$ cat config.mk
export PLATFORM = sky130hd
export DESIGN_NAME = encl_lifecycle_seq
export DESIGN_NICKNAME = d
export VERILOG_FILES = /design/src/rtl/encl_pkg.sv /design/src/rtl/encl_fsm.sv /design/src/rtl/encl_meas.sv /design/src/rtl/encl_resp.sv /design/src/rtl/encl_lifecycle_seq.sv
export SDC_FILE = /design/constraint.sdc
export NUM_CORES = 1
export LEC_CHECK = 0
export ABC_CLOCK_PERIOD_IN_PS = 3500
export CORE_MARGIN = 5
export CORE_UTILIZATION = 50
export DETAILED_ROUTE_END_ITERATION = 6
export PLACE_DENSITY = 0.85
export SKIP_CTS_REPAIR_TIMING = 1
export SYNTH_ARGS = -nofsm -noshare
export SYNTH_HDL_FRONTEND = slang
export SYNTH_SLANG_ARGS = --single-unit
$ cat constraint.sdc
create_clock -name clk -period 3.5 [get_ports clk]
set_clock_uncertainty 0.05 [all_clocks]
set_input_delay 0.525 -clock clk [delete_from_list [all_inputs] [get_ports clk]]
set_output_delay 0.525 -clock clk [all_outputs]
set_load 0.05 [all_outputs]
$ cat src/rtl/encl_pkg.sv
package encl_pkg;

  localparam int TAG_W = 4;

  typedef enum logic [2:0] {
    CMD_NONE    = 3'd0,
    CMD_CREATE  = 3'd1,
    CMD_ADD     = 3'd2,
    CMD_EXTEND  = 3'd3,
    CMD_INIT    = 3'd4,
    CMD_ENTER   = 3'd5,
    CMD_EXIT    = 3'd6,
    CMD_DESTROY = 3'd7
  } cmd_e;

  typedef enum logic [1:0] {
    ST_IDLE   = 2'd0,
    ST_BUILD  = 2'd1,
    ST_READY  = 2'd2,
    ST_ACTIVE = 2'd3
  } life_e;

  localparam logic [TAG_W-1:0] TAG_ADD    = 4'h2;
  localparam logic [TAG_W-1:0] TAG_EXTEND = 4'h3;
  localparam logic [TAG_W-1:0] TAG_FINAL  = 4'h4;

  // Outcome of decoding one strobe against the current state
  typedef struct packed {
    logic             legal;
    life_e            nxt;
    logic             clr;
    logic             fold;
    logic             cap;
    logic             map;
    logic [TAG_W-1:0] tag;
  } decision_t;

endpackage

$ cat src/rtl/encl_fsm.sv
module encl_fsm
  import encl_pkg::*;
(
  input  logic      clk,
  input  logic      rst,
  input  logic      cmd_vld,
  input  logic [2:0] cmd_code,
  output life_e     state_q,
  output decision_t dec
);

  always_comb begin
    dec     = '0;
    dec.nxt = state_q;
    if (cmd_vld) begin
      case (cmd_code)
        CMD_CREATE: if (state_q == ST_IDLE) begin
          dec.legal = 1'b1;
          dec.nxt   = ST_BUILD;
          dec.clr   = 1'b1;
        end
        CMD_ADD: if (state_q == ST_BUILD) begin
          dec.legal = 1'b1;
          dec.fold  = 1'b1;
          dec.map   = 1'b1;
          dec.tag   = TAG_ADD;
        end
        CMD_EXTEND: if (state_q == ST_BUILD) begin
          dec.legal = 1'b1;
          dec.fold  = 1'b1;
          dec.tag   = TAG_EXTEND;
        end
        CMD_INIT: if (state_q == ST_BUILD) begin
          dec.legal = 1'b1;
          dec.fold  = 1'b1;
          dec.cap   = 1'b1;
          dec.tag   = TAG_FINAL;
          dec.nxt   = ST_READY;
        end
        CMD_ENTER: if (state_q == ST_READY) begin
          dec.legal = 1'b1;
          dec.nxt   = ST_ACTIVE;
        end
        CMD_EXIT: if (state_q == ST_ACTIVE) begin
          dec.legal = 1'b1;
          dec.nxt   = ST_READY;
        end
        CMD_DESTROY: begin
          dec.legal = 1'b1;
          dec.clr   = 1'b1;
          dec.nxt   = ST_IDLE;
        end
        default: dec.legal = 1'b0;
      endcase
    end
  end

  always_ff @(posedge clk) begin
    if (rst)            state_q <= ST_IDLE;
    else if (dec.legal) state_q <= dec.nxt;
  end

  AST_DESTROY_TO_IDLE: assert property (@(posedge clk) disable iff (rst)
    (cmd_vld && cmd_code == CMD_DESTROY) |=> state_q == ST_IDLE);

  AST_CREATE_ONLY_IDLE: assert property (@(posedge clk) disable iff (rst)
    (cmd_vld && cmd_code == CMD_CREATE && state_q != ST_IDLE) |=> $stable(state_q));

  AST_ENTER_ONLY_READY: assert property (@(posedge clk) disable iff (rst)
    (cmd_vld && cmd_code == CMD_ENTER && state_q != ST_READY) |=> $stable(state_q));

endmodule

$ cat src/rtl/encl_meas.sv
module encl_meas
  import encl_pkg::*;
#(
  parameter int DIGEST_W = 256,
  parameter int MIX_W    = 67,
  parameter int ROT      = 7
) (
  input  logic                clk,
  input  logic                rst,
  input  logic                clr,
  input  logic                fold,
  input  logic                cap,
  input  logic                frozen,
  input  logic [TAG_W-1:0]    tag,
  input  logic [MIX_W-1:0]    mix,
  output logic [DIGEST_W-1:0] meas_q,
  output logic [DIGEST_W-1:0] id_q
);

  localparam int PAD_W = DIGEST_W - TAG_W - MIX_W;

  logic [DIGEST_W-1:0] rot_w;
  logic [DIGEST_W-1:0] fold_w;

  // Left rotation by ROT as pure wiring
  for (genvar i = 0; i < DIGEST_W; i++) begin : g_rot
    assign rot_w[i] = meas_q[(i + DIGEST_W - ROT) % DIGEST_W];
  end

  assign fold_w = rot_w ^ {tag, {PAD_W{1'b0}}, mix};

  always_ff @(posedge clk) begin
    if (rst || clr)  meas_q <= '0;
    else if (fold)   meas_q <= fold_w;
  end

  always_ff @(posedge clk) begin
    if (rst || clr)  id_q <= '0;
    else if (cap)    id_q <= fold_w;
  end

  AST_MEAS_FROZEN: assert property (@(posedge clk) disable iff (rst)
    (frozen && !clr) |=> $stable(meas_q));

  AST_ID_STABLE_AFTER_CAP: assert property (@(posedge clk) disable iff (rst)
    (frozen && !clr) |=> $stable(id_q));

endmodule

$ cat src/rtl/encl_resp.sv
module encl_resp
  import encl_pkg::*;
#(
  parameter int OPND_W = 64
) (
  input  logic              clk,
  input  logic              rst,
  input  logic              cmd_vld,
  input  logic              legal,
  input  logic              map,
  input  life_e             state_q,
  input  life_e             nxt,
  input  logic [OPND_W-1:0] opnd,
  output logic              acc_q,
  output logic              rej_q,
  output logic              map_q,
  output logic [OPND_W-1:0] addr_q,
  output logic              mode_q,
  output logic              idv_q
);

  life_e after_w;
  assign after_w = legal ? nxt : state_q;

  always_ff @(posedge clk) begin
    if (rst) begin
      acc_q  <= 1'b0;
      rej_q  <= 1'b0;
      map_q  <= 1'b0;
      addr_q <= '0;
      mode_q <= 1'b0;
      idv_q  <= 1'b0;
    end else begin
      acc_q  <= cmd_vld && legal;
      rej_q  <= cmd_vld && !legal;
      map_q  <= map;
      if (map) addr_q <= opnd;
      mode_q <= (after_w == ST_ACTIVE);
      idv_q  <= (after_w == ST_READY) || (after_w == ST_ACTIVE);
    end
  end

  AST_ONE_RESPONSE: assert property (@(posedge clk) disable iff (rst)
    $onehot0({acc_q, rej_q}));

  AST_STROBE_ANSWERED: assert property (@(posedge clk) disable iff (rst)
    cmd_vld |=> (acc_q || rej_q));

  AST_QUIET_WITHOUT_STROBE: assert property (@(posedge clk) disable iff (rst)
    !cmd_vld |=> (!acc_q && !rej_q && !map_q));

  AST_MAP_ON_ACCEPT: assert property (@(posedge clk) disable iff (rst)
    map_q |-> acc_q);

endmodule

$ cat src/rtl/encl_lifecycle_seq.sv
module encl_lifecycle_seq
  import encl_pkg::*;
#(
  parameter int DIGEST_W = 256,
  parameter int OPND_W   = 64,
  parameter int PERM_W   = 3,
  parameter int ROT      = 7
) (
  input  logic                clk,
  input  logic                rst,
  input  logic                cmd_vld,
  input  logic [2:0]          cmd_code,
  input  logic [OPND_W-1:0]   cmd_opnd,
  input  logic [PERM_W-1:0]   cmd_perm,
  output logic                cmd_acc,
  output logic                cmd_rej,
  output logic                map_upd,
  output logic [OPND_W-1:0]   map_addr,
  output logic                encl_mode,
  output logic                id_valid,
  output logic [DIGEST_W-1:0] id_digest,
  output logic [1:0]          life_state
);

  localparam int MIX_W = OPND_W + PERM_W;

  life_e               state_q;
  decision_t           dec;
  logic [MIX_W-1:0]    mix_w;
  logic [DIGEST_W-1:0] meas_q;
  logic                frozen_w;

  encl_fsm u_fsm (
    .clk      (clk),
    .rst      (rst),
    .cmd_vld  (cmd_vld),
    .cmd_code (cmd_code),
    .state_q  (state_q),
    .dec      (dec)
  );

  // Word folded into the measurement for each kind of fold
  always_comb begin
    mix_w = '0;
    if (dec.map)                    mix_w = {cmd_perm, cmd_opnd};
    else if (dec.fold && !dec.cap)  mix_w = {{PERM_W{1'b0}}, cmd_opnd};
  end

  assign frozen_w = (state_q == ST_READY) || (state_q == ST_ACTIVE);

  encl_meas #(
    .DIGEST_W (DIGEST_W),
    .MIX_W    (MIX_W),
    .ROT      (ROT)
  ) u_meas (
    .clk    (clk),
    .rst    (rst),
    .clr    (dec.clr),
    .fold   (dec.fold),
    .cap    (dec.cap),
    .frozen (frozen_w),
    .tag    (dec.tag),
    .mix    (mix_w),
    .meas_q (meas_q),
    .id_q   (id_digest)
  );

  encl_resp #(
    .OPND_W (OPND_W)
  ) u_resp (
    .clk     (clk),
    .rst     (rst),
    .cmd_vld (cmd_vld),
    .legal   (dec.legal),
    .map     (dec.map),
    .state_q (state_q),
    .nxt     (dec.nxt),
    .opnd    (cmd_opnd),
    .acc_q   (cmd_acc),
    .rej_q   (cmd_rej),
    .map_q   (map_upd),
    .addr_q  (map_addr),
    .mode_q  (encl_mode),
    .idv_q   (id_valid)
  );

  assign life_state = state_q;

  AST_RESET_STATE: assert property (@(posedge clk)
    rst |=> (life_state == 2'd0 && !encl_mode && !id_valid && !cmd_acc && !cmd_rej));

  AST_MODE_MATCHES_STATE: assert property (@(posedge clk) disable iff (rst)
    encl_mode == (life_state == 2'd3));

  AST_ID_HIDDEN: assert property (@(posedge clk) disable iff (rst)
    !id_valid |-> id_digest == '0);

  AST_REJECT_KEEPS_STATE: assert property (@(posedge clk) disable iff (rst)
    cmd_rej |-> life_state == $past(life_state));

  AST_BUILD_MEAS_HIDDEN: assert property (@(posedge clk) disable iff (rst)
    (state_q == ST_BUILD) |-> id_digest == '0);

endmodule

==> impl_metrics.toml, run 1 <==
[run_status]
status = "completed"

[timing]
min_period_ns = 2.64
setup_viol = 0
rsz0062_at_grt = "false"
clock.fmax_mhz = 379
drv_slew = 0
tightest_slew_ns = 0.946
max_slew_margin_pct = 36.7
finalHoldViolCount = 0
post-route-period-util_pct = 75.4
finalWorstSetupSlack_ns = 0.862
fin_tns_setup_ns = 0

[grt]
grt_use_total_pct = 24.8
antenna_found_initial = 1
grt_pass1_wl_mm = 96.3
grt_overflow_total = 0
grt_pass1_vias = 18350
grt_max_degree = 150

[min_path]
hold_depth = 3
hold_end = "u_meas.meas_q[48]"
hp-start = "rst"
min_path_type = "primary input to flip-flop"

[pwr]
switching_power_mw = 2.89
p_comb_share_pct = 3.2
internal_power_mw = 10.6
seq_power_share_pct = 49.5
power_density_nw_per_um2 = 492
p_sw_share_pct = 21.5
pwr-share-clk_pct = 47.3
vdd_drop_max_mv = 0.378
p_leak_nw = 8.63

[synth]
syn_avg_cell_area_um2 = 8.25
synth-warning-count = 0
syn_area_um2 = 21200
synth_top_cell_by_area = "dfxtp_1"
ys_async_sr_fraction_pct = 0
synth.area.top_cells = "dfxtp_1 55%, nand2_1 16%, a21oi_1 10%"
synthesis.nets = 2637
synth_cell_types = 41
synthFlopType = "dfxtp_1"
synth_top_area_share_pct = 55.2
syn_inst = 2564
ys_seq_elements = 583
synth_edf_count = 0
synth_most_common_cell = "nand2_1"
yosysSeqAreaShare_pct = 55.2
synth_common_cells = "877 x nand2_1, 583 x dfxtp_1, 440 x a21oi_1"

[final_layout]
fin_cells = 3448
nFillCells = 3240
layout-drive-gt1-share_pct = 5.91
stdcell_area_um2 = 27300
fin_nets = 2932
area_growth_pct = 29.2

[clock_network]
clk_pin_slew_worst_paths_ns = 0.06
cts_root_buf = "clkbuf_16"
clk_path_buf_depth = 3
cts_tree = "done"
cts_sinks = 583
cts_buffers = 57
cts_max_level = 2
insertion_delay_ns = 0.60

[critical_path]
startpoint = "cmd_code[2]"
crit_fanout = 113
slowest_delay_ns = 0.75
required_ns = 3.97
cp-start-kind = "primary input"
r2r_setup_slack_ns = 1.15
ff2ff_path_depth = 5
crit_path_cell_trace = "clkdlybuf4s50_1, nor3b_2, o21ai_4, buf_12, nand2_1, a21oi_1"
timing.rr.start = "u_fsm.state_q[0]"
critPathKind = "primary input to flip-flop"
worstSetupEndpointType = "flip-flop"
cp.arrival_ns = 3.11
crit_slowest_cell = "o21ai_4"
crit-reg2reg-capture = "u_meas.id_q[104]"

[floorplan]
die_h_um = 216
io_pins = 400
start_util_pct = 50.5
dieArea_um2 = 46500
placementRows = 75
die_w_um = 216
design.core.area_um2 = 41900

[place]
post-place-cells = 3339
post-dp-hpwl_mm = 41.5
pre_cts_ws_ns = 0.283
gp_congestion = 0.830
port_buffers = 399
place_area_um2 = 25300

[detailed_routing]
drcViolationCount = 0
antenna_left = 0
firstDrtPassIters = 5
vias = 18632
wl_per_cell_um = 17.5
drt_iter0_markers = 1509
wl_mm = 60.5
vias_per_cell = 5.40

[job]
cap_violations = 0
## area by class of cell
class / instances / area [µm²] / share of cell area (%)
diodes: 1 / 2.50 / 0.00916
clock inverters: 23 / 268 / 0.980
flip-flops and latches: 583 / 11700 / 42.7
well taps: 539 / 674 / 2.47
repair buffers: 448 / 4590 / 16.8
inverters: 1 / 3.75 / 0.0137
clock buffers: 85 / 1710 / 6.27
multi-input cells: 1768 / 8400 / 30.7
## metal layers
layer | wire, µm | track usage, %
met5 | 0 | 0
met3 | 4960 | 7.54
met4 | 2010 | 8.34
met2 | 29900 | 43.3
met1 | 23700 | 29.3
## cells in the final DEF (no fill, tap or decap), types with 2 or more instances in the layout
master and count:
nand2_1 877, dfxtp_1 583, a21oi_1 440, clkdlybuf4s50_1 398, nor2_1 144, a211oi_1 128
xor2_1 67, nand3_1 64, clkbuf_16 59, buf_4 30, buf_12 19, clkbuf_8 14
a211oi_2 12, clkbuf_1 12, clkinv_2 10, bufinv_16 5, clkinvlp_4 4, nand4_1 3
o21ai_0 3, inv_6 3, nand2b_1 2, xnor2_1 2
## critical path, delay by kind of cell
| family | cells | cell delay, ns |
|---|---|---|
| and+or+nand+nor | 2 | 0.44 |
| AOI/OAI and AO/OA | 2 | 0.92 |
| buffers and inverters | 2 | 1.11 |
## kinds of logic after synthesis
group / share of synthesized area (%)
AOI/OAI and AO/OA: 16.2
xor gates and xnor gates: 2.86
buffers and inverters: 5.36
DFF: 55.2
muxes: 0.0532
and+or+nand+nor: 20.4
## how the worst max path moves through the flow
stage                         end  slack [ns]  cells after the start
3_5_place_dp   u_meas.meas_q[211]        0.28                      6
5_1_grt        u_meas.meas_q[176]        0.70                      6
2_1_floorplan   u_meas.meas_q[64]        1.45                      8
3_3_place_gp   u_meas.meas_q[202]        0.39                      6
4_1_cts             life_state[0]        0.84                      1
6_report       u_meas.meas_q[179]        0.86                      6
## through the flow
stage	power, mW	hold WS (ns)	utilization (%)
5_1_grt	13.9	0.347	65.3
4_1_cts	13.5	0.329	65.3
3_3_place_gp	7.23	0.392	60.6
2_1_floorplan	7.06	0.393	-
6_report	13.5	0.358	65.3
3_5_place_dp	7.24	0.396	60.6
## power by group through the flow
stage	Clock [mW]	Sequential, mW	Combinational [mW]
2_1_floorplan	0	6.83	0.232
3_3_place_gp	0	6.81	0.418
3_5_place_dp	0	6.81	0.427
4_1_cts	6.44	6.66	0.429
5_1_grt	6.74	6.66	0.460
6_report	6.36	6.66	0.433
## registers in the layout, summed over array words and instances, names as in the netlist
register       flops
u_resp.rej_q       1
u_meas.id_q      256
u_resp.map_q       1
u_resp.acc_q       1
u_fsm.state_q      2
u_resp.addr_q     64
u_resp.mode_q      1
u_meas.meas_q    256
u_resp.idv_q       1
No activity file was read; power rests on OpenSTA's default activity.
==> run 2: changes to the inputs <==
ABC_CLOCK_PERIOD_IN_PS = 2750   (was 3500)
clock period = 2.75 ns   (was 3.5 ns; I/O delays follow)
==> impl_metrics.toml, run 2 (synthesized netlist as in run 1, its figures left out) <==
[grt]
grt_overflow_total = 0
grt_pass1_vias = 18247
grt_use_total_pct = 24.5
grt_pass1_wl_mm = 95.0
grt_max_degree = 101
antenna_found_initial = 3

[final_layout]
fin_nets = 2942
layout_commonest_cell = "nand2_1"
biggestRegsByFlops = "u_meas.id_q: 256 flops, u_meas.meas_q: 256 flops, u_resp.addr_q: 64 flops"
layout-drive-gt1-share_pct = 5.98
stdcell_area_um2 = 27300
layout_common_cells = "877 x nand2_1, 583 x dfxtp_1, 440 x a21oi_1, 398 x clkdlybuf4s50_1, 144 x nor2_1"
area_growth_pct = 29.3

[critical_path]
slowest_delay_ns = 0.92
crit_slowest_cell = "clkdlybuf4s50_1"
crit_path_cell_trace = "clkdlybuf4s50_1"
required_ns = 2.29
crit_fanout = 11
cp-start-kind = "flip-flop"
path_delay_family = "buffers and inverters"
path_buf_inv = 1
r2r_setup_slack_ns = 0.58
worstSetupEndpointType = "primary output"
critPathKind = "flip-flop to primary output"
cp.arrival_ns = 2.05

[timing]
fin_hold_ws_ns = 0.247
post-route-period-util_pct = 91.2
max_slew_margin_pct = 50.5
drv_slew = 0
min_period_ns = 2.51
tightest_slew_ns = 0.743
finalWorstSetupSlack_ns = 0.241
setup_viol = 0
clock.fmax_mhz = 399
rsz0062_at_grt = "false"
finalHoldViolCount = 0
fin_tns_setup_ns = 0

[clock_network]
cts_sinks = 583
cts_tree = "done"
cts_max_level = 2
insertion_delay_ns = 0.60
cts_root_buf = "clkbuf_16"
clk_path_buf_depth = 3
cts_buffers = 55
clk_pin_slew_worst_paths_ns = 0.06

[detailed_routing]
wl_mm = 60.4
drcViolationCount = 0
firstDrtPassIters = 6
wl_per_cell_um = 17.5
vias_per_cell = 5.47
antenna_left = 0
drt_iter0_markers = 1661
vias = 18874

[floorplan]
die_h_um = 216
io_pins = 400
design.core.area_um2 = 41900
placementRows = 75
die_w_um = 216
start_util_pct = 50.5
dieArea_um2 = 46500

[run_status]
status = "completed"

[pwr]
vdd_drop_max_mv = 0.540
p_sw_share_pct = 21.7
total_power_mw = 16.6
p_comb_share_pct = 3.4
pwr-share-clk_pct = 45.6
seq_power_share_pct = 51.0
switching_power_mw = 3.61
power_density_nw_per_um2 = 608
internal_power_mw = 13.0
p_leak_nw = 8.61

[min_path]
min_path_type = "primary input to flip-flop"

[place]
port_buffers = 399
place_area_um2 = 25500
gp_congestion = 0.849
pre_cts_ws_ns = 0.0475
post-dp-hpwl_mm = 41.8

[job]
cap_violations = 0
## run 2: cell count changes in the layout (fill, tap and decap cells not counted), sizes merged
cell,change
clkinvlp,+1
diode,+1
clkinv,+4
inv,-3
clkbuf,-10
buf,+12
## run 2: final timing paths
check	start	endpoint	cells past startpoint
worst max-delay path	u_fsm.state_q[0]	life_state[0]	1
worst min-delay path	rst	u_meas.id_q[61]	4
worst max register to register	u_fsm.state_q[0]	u_resp.addr_q[19]	6
worst min register to register	u_meas.id_q[204]	u_meas.id_q[204]	2
## run 2: routing by layer
metal | track usage (%) | wire length, µm | up-vias
met2 | 42.4 | 29700 | 738
li1 | - | - | 9038
met1 | 28.8 | 23300 | 8965
met5 | 0 | 13 | -
met3 | 6.94 | 5140 | 131
met4 | 9.62 | 2240 | 2
## run 2: final cells by class
cell class              count  area, µm²
clock buffers              75       1520
repair buffers            460       4780
inverters                   1       3.75
flip-flops and latches    583      11700
multi-input cells        1768       8400
well taps                 539        674
diodes                      2       5.00
clock inverters            25        278
fillers                  3232      14500
## run 2: through the flow
step / instances / util [%]
6_report: 3453 / 65.3
5_1_grt: 3453 / 65.3
4_1_cts: 3451 / 65.3
3_5_place_dp: 3351 / 61.0
3_3_place_gp: 3351 / 61.0
2_1_floorplan: 2564 / -
## run 2: power groups by stage
stage	Sequential, mW	Clock (mW)	Combinational [mW]
2_1_floorplan	8.69	0	0.296
4_1_cts	8.48	7.69	0.555
5_1_grt	8.47	8.04	0.592
6_report	8.48	7.59	0.559
3_5_place_dp	8.67	0	0.552
3_3_place_gp	8.66	0	0.545
